## config.mk

```make
export PLATFORM = sky130hd
export DESIGN_NAME = i2c_eeprom_target
export DESIGN_NICKNAME = d
export VERILOG_FILES = /design/src/rtl/eeprom_i2c_pkg.sv /design/src/rtl/i2c_line_sync.sv /design/src/rtl/wp_write_guard.sv /design/src/rtl/i2c_eeprom_target.sv
export SDC_FILE = /design/constraint.sdc
export NUM_CORES = 1
export LEC_CHECK = 0
export ABC_AREA = 1
export CORE_MARGIN = 2
export CORE_UTILIZATION = 45
export DETAILED_ROUTE_END_ITERATION = 8
export PLACE_DENSITY = 0.74
export SYNTH_ARGS = -nofsm -noshare
export SYNTH_HDL_FRONTEND = slang
export SYNTH_SLANG_ARGS = --single-unit
```

## constraint.sdc

```tcl
create_clock -name clk -period 4.82 [get_ports clk]
set_clock_uncertainty 0.1 [all_clocks]
set_input_delay 0.964 -clock clk [delete_from_list [all_inputs] [get_ports clk]]
set_output_delay 0.964 -clock clk [all_outputs]
set_load 0.03 [all_outputs]
```

## src/rtl/eeprom_i2c_pkg.sv

```systemverilog
// Package: shared state encoding and constants for the two-wire memory target.
// Assumes: included first in compile order.
package eeprom_i2c_pkg;

    typedef enum logic [3:0] {
        ST_IDLE,
        ST_DEV,
        ST_DEV_ACK,
        ST_AHI,
        ST_AHI_ACK,
        ST_ALO,
        ST_ALO_ACK,
        ST_WDAT,
        ST_WDAT_ACK,
        ST_RDAT,
        ST_RACK,
        ST_SKIP
    } tgt_state_t;

    localparam logic [3:0] DEV_TYPE = 4'b1010;
    localparam int         BYTE_W   = 8;

endpackage

```

## src/rtl/i2c_line_sync.sv

```systemverilog
// Module: i2c_line_sync
// Resamples SCL and SDA into the system clock through a STAGES-deep flop
// chain, then flags SCL edges and START/STOP conditions on the resampled
// values. Assumes: STAGES >= 2, the bus idles high, and both lines pass
// through equal-depth chains so their relative timing is preserved.
module i2c_line_sync #(
    parameter int STAGES = 2
) (
    input  logic clk,
    input  logic rst_n,
    input  logic scl_i,
    input  logic sda_i,
    output logic scl_s,
    output logic sda_s,
    output logic scl_rise,
    output logic scl_fall,
    output logic start_det,
    output logic stop_det
);

    logic [STAGES-1:0] scl_chain;
    logic [STAGES-1:0] sda_chain;
    logic              scl_q;
    logic              sda_q;

    // Shift the raw lines through the resampling chains (reset to idle-high).
    always_ff @(posedge clk) begin
        if (!rst_n) begin
            scl_chain <= '1;
            sda_chain <= '1;
        end else begin
            scl_chain <= {scl_chain[STAGES-2:0], scl_i};
            sda_chain <= {sda_chain[STAGES-2:0], sda_i};
        end
    end

    assign scl_s = scl_chain[STAGES-1];
    assign sda_s = sda_chain[STAGES-1];

    // Keep the previous resampled values for edge detection.
    always_ff @(posedge clk) begin
        if (!rst_n) begin
            scl_q <= 1'b1;
            sda_q <= 1'b1;
        end else begin
            scl_q <= scl_s;
            sda_q <= sda_s;
        end
    end

    // Decode edges and bus conditions from current and previous samples.
    always_comb begin
        scl_rise  = scl_s & ~scl_q;
        scl_fall  = ~scl_s & scl_q;
        start_det = scl_s & scl_q & sda_q & ~sda_s;
        stop_det  = scl_s & scl_q & ~sda_q & sda_s;
    end

endmodule

```

## src/rtl/wp_write_guard.sv

```systemverilog
// Module: wp_write_guard
// Decides whether a store is blocked: the lock input is high and every
// one of the REGION_W top address bits is set (the upper 1/2^REGION_W of
// the array). Assumes: REGION_W >= 1 and the caller passes the address MSBs.
module wp_write_guard #(
    parameter int REGION_W = 2
) (
    input  logic                wp,
    input  logic [REGION_W-1:0] region,
    output logic                blocked
);

    // Block only inside the top region while the lock is high.
    always_comb begin
        blocked = wp & (&region);
    end

endmodule

```

## src/rtl/i2c_eeprom_target.sv

```systemverilog
// Module: i2c_eeprom_target
// Two-wire bus target in front of an external byte array. Takes a device
// byte, a two-byte word address, then one data byte (stored on STOP) or a
// stream of read bytes from an auto-incrementing pointer. SDA is driven as
// a pull-low enable only. Assumes: mem_rdata_i follows mem_addr_o without a
// register stage; SCL low and high phases each last several system clocks;
// 9 <= ADDR_W <= 16.
module i2c_eeprom_target
    import eeprom_i2c_pkg::*;
#(
    parameter int ADDR_W      = 14,
    parameter int SYNC_STAGES = 2,
    parameter int LOCK_BITS   = 2
) (
    input  logic              clk,
    input  logic              rst_n,
    input  logic              scl_i,
    input  logic              sda_i,
    input  logic              wp_i,
    output logic              sda_pull_o,
    output logic [ADDR_W-1:0] mem_addr_o,
    output logic [7:0]        mem_wdata_o,
    output logic              mem_we_o,
    input  logic [7:0]        mem_rdata_i
);

    localparam int HI_W  = ADDR_W - BYTE_W;
    localparam int CNT_W = $clog2(BYTE_W + 1);
    localparam logic [CNT_W-1:0] LAST_RX  = CNT_W'(BYTE_W);
    localparam logic [CNT_W-1:0] LAST_TX  = CNT_W'(BYTE_W - 1);

    tgt_state_t        state;
    logic [7:0]        shreg;
    logic [CNT_W-1:0]  bitcnt;
    logic [HI_W-1:0]   addr_hi;
    logic [ADDR_W-1:0] ptr;
    logic [7:0]        wbuf;
    logic              pend;
    logic              rw;
    logic              mack;
    logic              blocked;

    logic scl_s, sda_s, scl_rise, scl_fall, start_det, stop_det;

    i2c_line_sync #(.STAGES(SYNC_STAGES)) u_sync (
        .clk       (clk),
        .rst_n     (rst_n),
        .scl_i     (scl_i),
        .sda_i     (sda_i),
        .scl_s     (scl_s),
        .sda_s     (sda_s),
        .scl_rise  (scl_rise),
        .scl_fall  (scl_fall),
        .start_det (start_det),
        .stop_det  (stop_det)
    );

    wp_write_guard #(.REGION_W(LOCK_BITS)) u_guard (
        .wp      (wp_i),
        .region  (ptr[ADDR_W-1 -: LOCK_BITS]),
        .blocked (blocked)
    );

    // Protocol sequencer: bus conditions first, then per-state bit handling.
    always_ff @(posedge clk) begin
        if (!rst_n) begin
            state    <= ST_IDLE;
            shreg    <= '0;
            bitcnt   <= '0;
            addr_hi  <= '0;
            ptr      <= '0;
            wbuf     <= '0;
            pend     <= 1'b0;
            rw       <= 1'b0;
            mack     <= 1'b0;
            mem_we_o <= 1'b0;
        end else begin
            mem_we_o <= 1'b0;
            if (stop_det) begin
                state    <= ST_IDLE;
                mem_we_o <= pend & ~blocked;
                pend     <= 1'b0;
            end else if (start_det) begin
                state  <= ST_DEV;
                bitcnt <= '0;
                pend   <= 1'b0;
            end else begin
                case (state)
                    ST_DEV, ST_AHI, ST_ALO, ST_WDAT: begin
                        if (scl_rise) begin
                            shreg  <= {shreg[6:0], sda_s};
                            bitcnt <= bitcnt + 1'b1;
                        end else if (scl_fall && bitcnt == LAST_RX) begin
                            bitcnt <= '0;
                            case (state)
                                ST_DEV: begin
                                    if (shreg[7:4] == DEV_TYPE) begin
                                        rw    <= shreg[0];
                                        state <= ST_DEV_ACK;
                                    end else begin
                                        state <= ST_SKIP;
                                    end
                                end
                                ST_AHI: begin
                                    addr_hi <= shreg[HI_W-1:0];
                                    state   <= ST_AHI_ACK;
                                end
                                ST_ALO: begin
                                    ptr   <= {addr_hi, shreg};
                                    state <= ST_ALO_ACK;
                                end
                                default: begin
                                    wbuf  <= shreg;
                                    pend  <= 1'b1;
                                    state <= ST_WDAT_ACK;
                                end
                            endcase
                        end
                    end
                    ST_DEV_ACK: begin
                        if (scl_fall) begin
                            if (rw) begin
                                shreg  <= mem_rdata_i;
                                bitcnt <= '0;
                                state  <= ST_RDAT;
                            end else begin
                                state <= ST_AHI;
                            end
                        end
                    end
                    ST_AHI_ACK:  if (scl_fall) state <= ST_ALO;
                    ST_ALO_ACK:  if (scl_fall) state <= ST_WDAT;
                    ST_WDAT_ACK: if (scl_fall) state <= ST_SKIP;
                    ST_RDAT: begin
                        if (scl_fall) begin
                            if (bitcnt == LAST_TX) begin
                                ptr   <= ptr + 1'b1;
                                state <= ST_RACK;
                            end else begin
                                shreg  <= {shreg[6:0], 1'b0};
                                bitcnt <= bitcnt + 1'b1;
                            end
                        end
                    end
                    ST_RACK: begin
                        if (scl_rise) begin
                            mack <= ~sda_s;
                        end else if (scl_fall) begin
                            if (mack) begin
                                shreg  <= mem_rdata_i;
                                bitcnt <= '0;
                                state  <= ST_RDAT;
                            end else begin
                                state <= ST_SKIP;
                            end
                        end
                    end
                    default: ;
                endcase
            end
        end
    end

    // Open-drain enable: acknowledge slots and zero bits of outgoing data.
    always_comb begin
        case (state)
            ST_DEV_ACK, ST_AHI_ACK, ST_ALO_ACK, ST_WDAT_ACK: sda_pull_o = 1'b1;
            ST_RDAT: sda_pull_o = ~shreg[7];
            default: sda_pull_o = 1'b0;
        endcase
    end

    assign mem_addr_o  = ptr;
    assign mem_wdata_o = wbuf;


    commit_after_stop_chk: assert property (@(posedge clk) disable iff (!rst_n)
        mem_we_o |-> $past(stop_det));


    single_strobe_chk: assert property (@(posedge clk) disable iff (!rst_n)
        mem_we_o |=> !mem_we_o);


    locked_region_chk: assert property (@(posedge clk) disable iff (!rst_n)
        mem_we_o |-> !(wp_i && (&mem_addr_o[ADDR_W-1 -: LOCK_BITS])));


    idle_silent_chk: assert property (@(posedge clk) disable iff (!rst_n)
        (state == ST_IDLE) |-> !sda_pull_o);


    pull_moves_scl_low_chk: assert property (@(posedge clk) disable iff (!rst_n)
        (sda_pull_o != $past(sda_pull_o)) |-> !$past(scl_s));

endmodule

```

==> results_dict.tcl <==
set metrics [dict create \
    status "complete, no violations" \
    synthMuxAreaShare_pct 0 \
    p_seq_share_pct 32.2 \
    synth.net_count 482 \
    clkSlewWorstSetupHoldPaths_ns 0.11 \
    grt_pass1_wl_um 13570 \
    clock-sinks 54 \
    core_area_um2 6459 \
    timing.final.ws_setup_ns 1.414 \
    relSlewSlack_pct 57.16 \
    fmax_ghz 0.2936 \
    clock_latency_ns 0.32 \
    grt_overflow 0 \
    worstPathRequired_ns 3.76 \
    intPower_mw 0.9043 \
    wl_um 7949 \
    nets 513 \
    pwr-share-clk_pct 19.4 \
    ys.warnings.count 0 \
    setup_tns_ns 0 \
    hold_end "u_sync.sda_chain[1]$_SDFF_PN1_" \
    synth_top_family_by_area "simple AND/OR/NAND/NOR gates" \
    synth.cells.most_frequent "nand2_1 (126), dfxtp_1 (54), a21oi_1 (45)" \
    hold_class "reg -> reg" \
    yosys.area_share.simple_pct 36.49 \
    cp.arrival_ns 2.34 \
    crit_type "reg -> out" \
    period_share_pct 70.67 \
    syn_inst 466 \
    ys_seq_elements 54 \
    worst_slew_pin_slew_ns 0.6419 \
    swShare_pct 46.36 \
    grt_max_degree 26 \
    hold_viol 0 \
    pwr_density_cell_nw_per_um2 473.9 \
    holdPathStages 1 \
    p_sw_mw 0.7814 \
    viasPerCell 5.492 \
    postRouteAntennaNets 0 \
    critical_path.max_stage_delay_ns 0.70 \
    stdcell_area_um2 3557 \
    reg2regPathDepth 8 \
    antenna_cells 0 \
    wl_per_cell_um 13.82 \
    synth_seq_area_share_pct 35.54 \
    synth.largest_area_cell "dfxtp_1" \
    grt_setup_unrepaired "no" \
    clockBufferDepth 2 \
    yosys.area.top_type_share_pct 35.54 \
    ctsRootBufferMaster "clkbuf_8" \
    final_util_pct 55.08 \
    p_leak_nw 1.471 \
    path_max_fanout 8 \
    initial_utilization_pct 47.09 \
    synthFlopType "dfxtp_1" \
    syn_area_um2 3042 \
    fp.dieW_um 86.22 \
    dp_slack_ns 1.787 \
    yosysUniqueCellTypes 34 \
    async_reset_ff_share_pct 0 \
    critPathSlowestCell "clkdlybuf4s50_1" \
    gp_congestion 0.9189 \
    drc 0 \
    slew_violations 0 \
    cp_cell_sequence "inv_2 > nor2_1 > nand2_1 > nand3_1 > inv_1 > o21ai_0 > clkdlybuf4s50_1" \
    antenna_found_initial 0 \
    die_y_um 86.22 \
    r2r_slack_ns 2.40 \
    post_cts_resized 0 \
    num_vias 3158 \
    layout_min_cycle_time_ns 3.406 \
    cts_setup_buffers 0 \
    gr-usage-all-layers_pct 22.65 \
    ios 37 \
    setup_viol 0 \
    drv_cap 0 \
    r2r-end "mem_addr_o[12]$_SDFFE_PN0P_" \
    min_from "u_sync.sda_chain[0]$_SDFF_PN1_" \
    cp-start-kind "flip-flop" \
    area_growth_pct 16.95 \
    drive_gt1_share_pct 10.44 \
    grt_pass1_vias 2837 \
    r2r-start "state[3]$_SDFFE_PP0P_" \
    timing.hold.ws_ns 0.3212 \
    synth_xor_area_share_pct 0.8638 \
    synthAdderAreaFrac_pct 1.234 \
    synth.most_common_cell "nand2_1" \
    place_area_um2 3440 \
    cp-end-kind "output pin" \
    synth_edf_count 0 \
    dr.pass1.iters 5 \
    fp-row-count 29 \
    dieArea_um2 7433 \
    drtIter0Drc 278 \
    place_hpwl_um 5665 \
    cts_inserted_buffers 5 \
    io_buffers 36 \
    synthTopCellsByArea "dfxtp_1 (36%), nand2_1 (16%), a21oi_1 (7.4%), nand3_1 (6.6%), o21ai_0 (6.3%)" \
    htreeDepth 2 \
    postCtsHoldBufs 0 \
    p_comb_share_pct 48.4 \
    synth_compound_area_share_pct 17.52 \
    synth_area_per_cell_um2 6.527 \
    max-vdd-ir-drop_uv 216.2 \
    cts_tree "done" \
]
-- registers in the layout, indices dropped and copies added (netlist names), 2 cells and up --
signal / flops
shreg: 8
mem_wdata_o: 8
u_sync.sda_chain: 2
u_sync.scl_chain: 2
mem_addr_o: 14
bitcnt: 4
addr_hi: 6
state: 4
-- cell type report --
class	count	area, um^2
Multi-Input combinational cell	350	1707
Sequential cell	54	1081
Inverter	48	180.2
Tap cell	77	96.34
Clock buffer	5	68.82
Timing Repair Buffer	38	375.4
Clock inverter	3	48.80
Fill cell	629	2902
-- power by group through the flow --
| stage | logic, mW | clock network, mW | registers (mW) |
|---|---|---|---|
| detailed placement | 0.808 | 0 | 0.552 |
| global route | 0.930 | 0.344 | 0.548 |
| finish | 0.816 | 0.326 | 0.543 |
| floorplan | 0.645 | 0 | 0.549 |
| global placement | 0.813 | 0 | 0.549 |
| CTS | 0.811 | 0.329 | 0.542 |
-- kinds of logic (layout without fill, tap and decap cells) --
logic type                 Yosys count  after routing
and+or+nand+nor                    247            247
AOI/OAI and AO/OA                   97             97
xor gates and xnor gates             3              3
buffers and inverters               62             94
DFF                                 54             54
adders and majority gates            3              3
-- routing by layer --
layer | wire length (um) | global-route usage (%) | vias up | part of all wire [%]
li1 | - | - | 1577 | -
met1 | 3580 | 31.45 | 1427 | 45
met2 | 3700 | 37.00 | 145 | 47
met3 | 587 | 3.619 | 9 | 7.4
met4 | 82 | 5.682 | 0 | 1.0
met5 | 0 | 0 | - | 0
-- cells in the final DEF, fill, tap and decap left out, types with 7 or more instances in the layout --
cell,n
or2_2,7
nand3_1,40
inv_1,40
o21ai_0,38
nor2_1,43
a21oi_1,45
inv_2,7
dfxtp_1,54
nand2_1,126
nand2_2,10
clkdlybuf4s50_1,36
-- per-stage QoR --
stage,total power [mW],cells
3_3_place_gp,1.362,567
6_report,1.686,575
3_5_place_dp,1.360,567
5_1_grt,1.822,575
2_1_floorplan,1.194,466
4_1_cts,1.682,575
-- worst max-delay path by stage --
| stage | start | to | slack [ns] | cells past startpoint |
|---|---|---|---|---|
| floorplan | state[0]$_SDFFE_PP0P_ | sda_pull_o | 2.12 | 5 |
| global placement | state[1]$_SDFFE_PP0P_ | sda_pull_o | 1.85 | 7 |
| detailed placement | state[1]$_SDFFE_PP0P_ | sda_pull_o | 1.79 | 7 |
| CTS | state[1]$_SDFFE_PP0P_ | sda_pull_o | 1.43 | 7 |
| global route | state[1]$_SDFFE_PP0P_ | sda_pull_o | 1.19 | 7 |
| finish | state[1]$_SDFFE_PP0P_ | sda_pull_o | 1.41 | 7 |
-- worst max-delay path, delay by kind of cell, from the launching register on --
family          cells  cell delay, ns
simple gates        3            0.54
buf+inv             3            0.89
compound gates      1            0.10
flops               1            0.49
No activity file was read; power rests on OpenSTA's default activity.
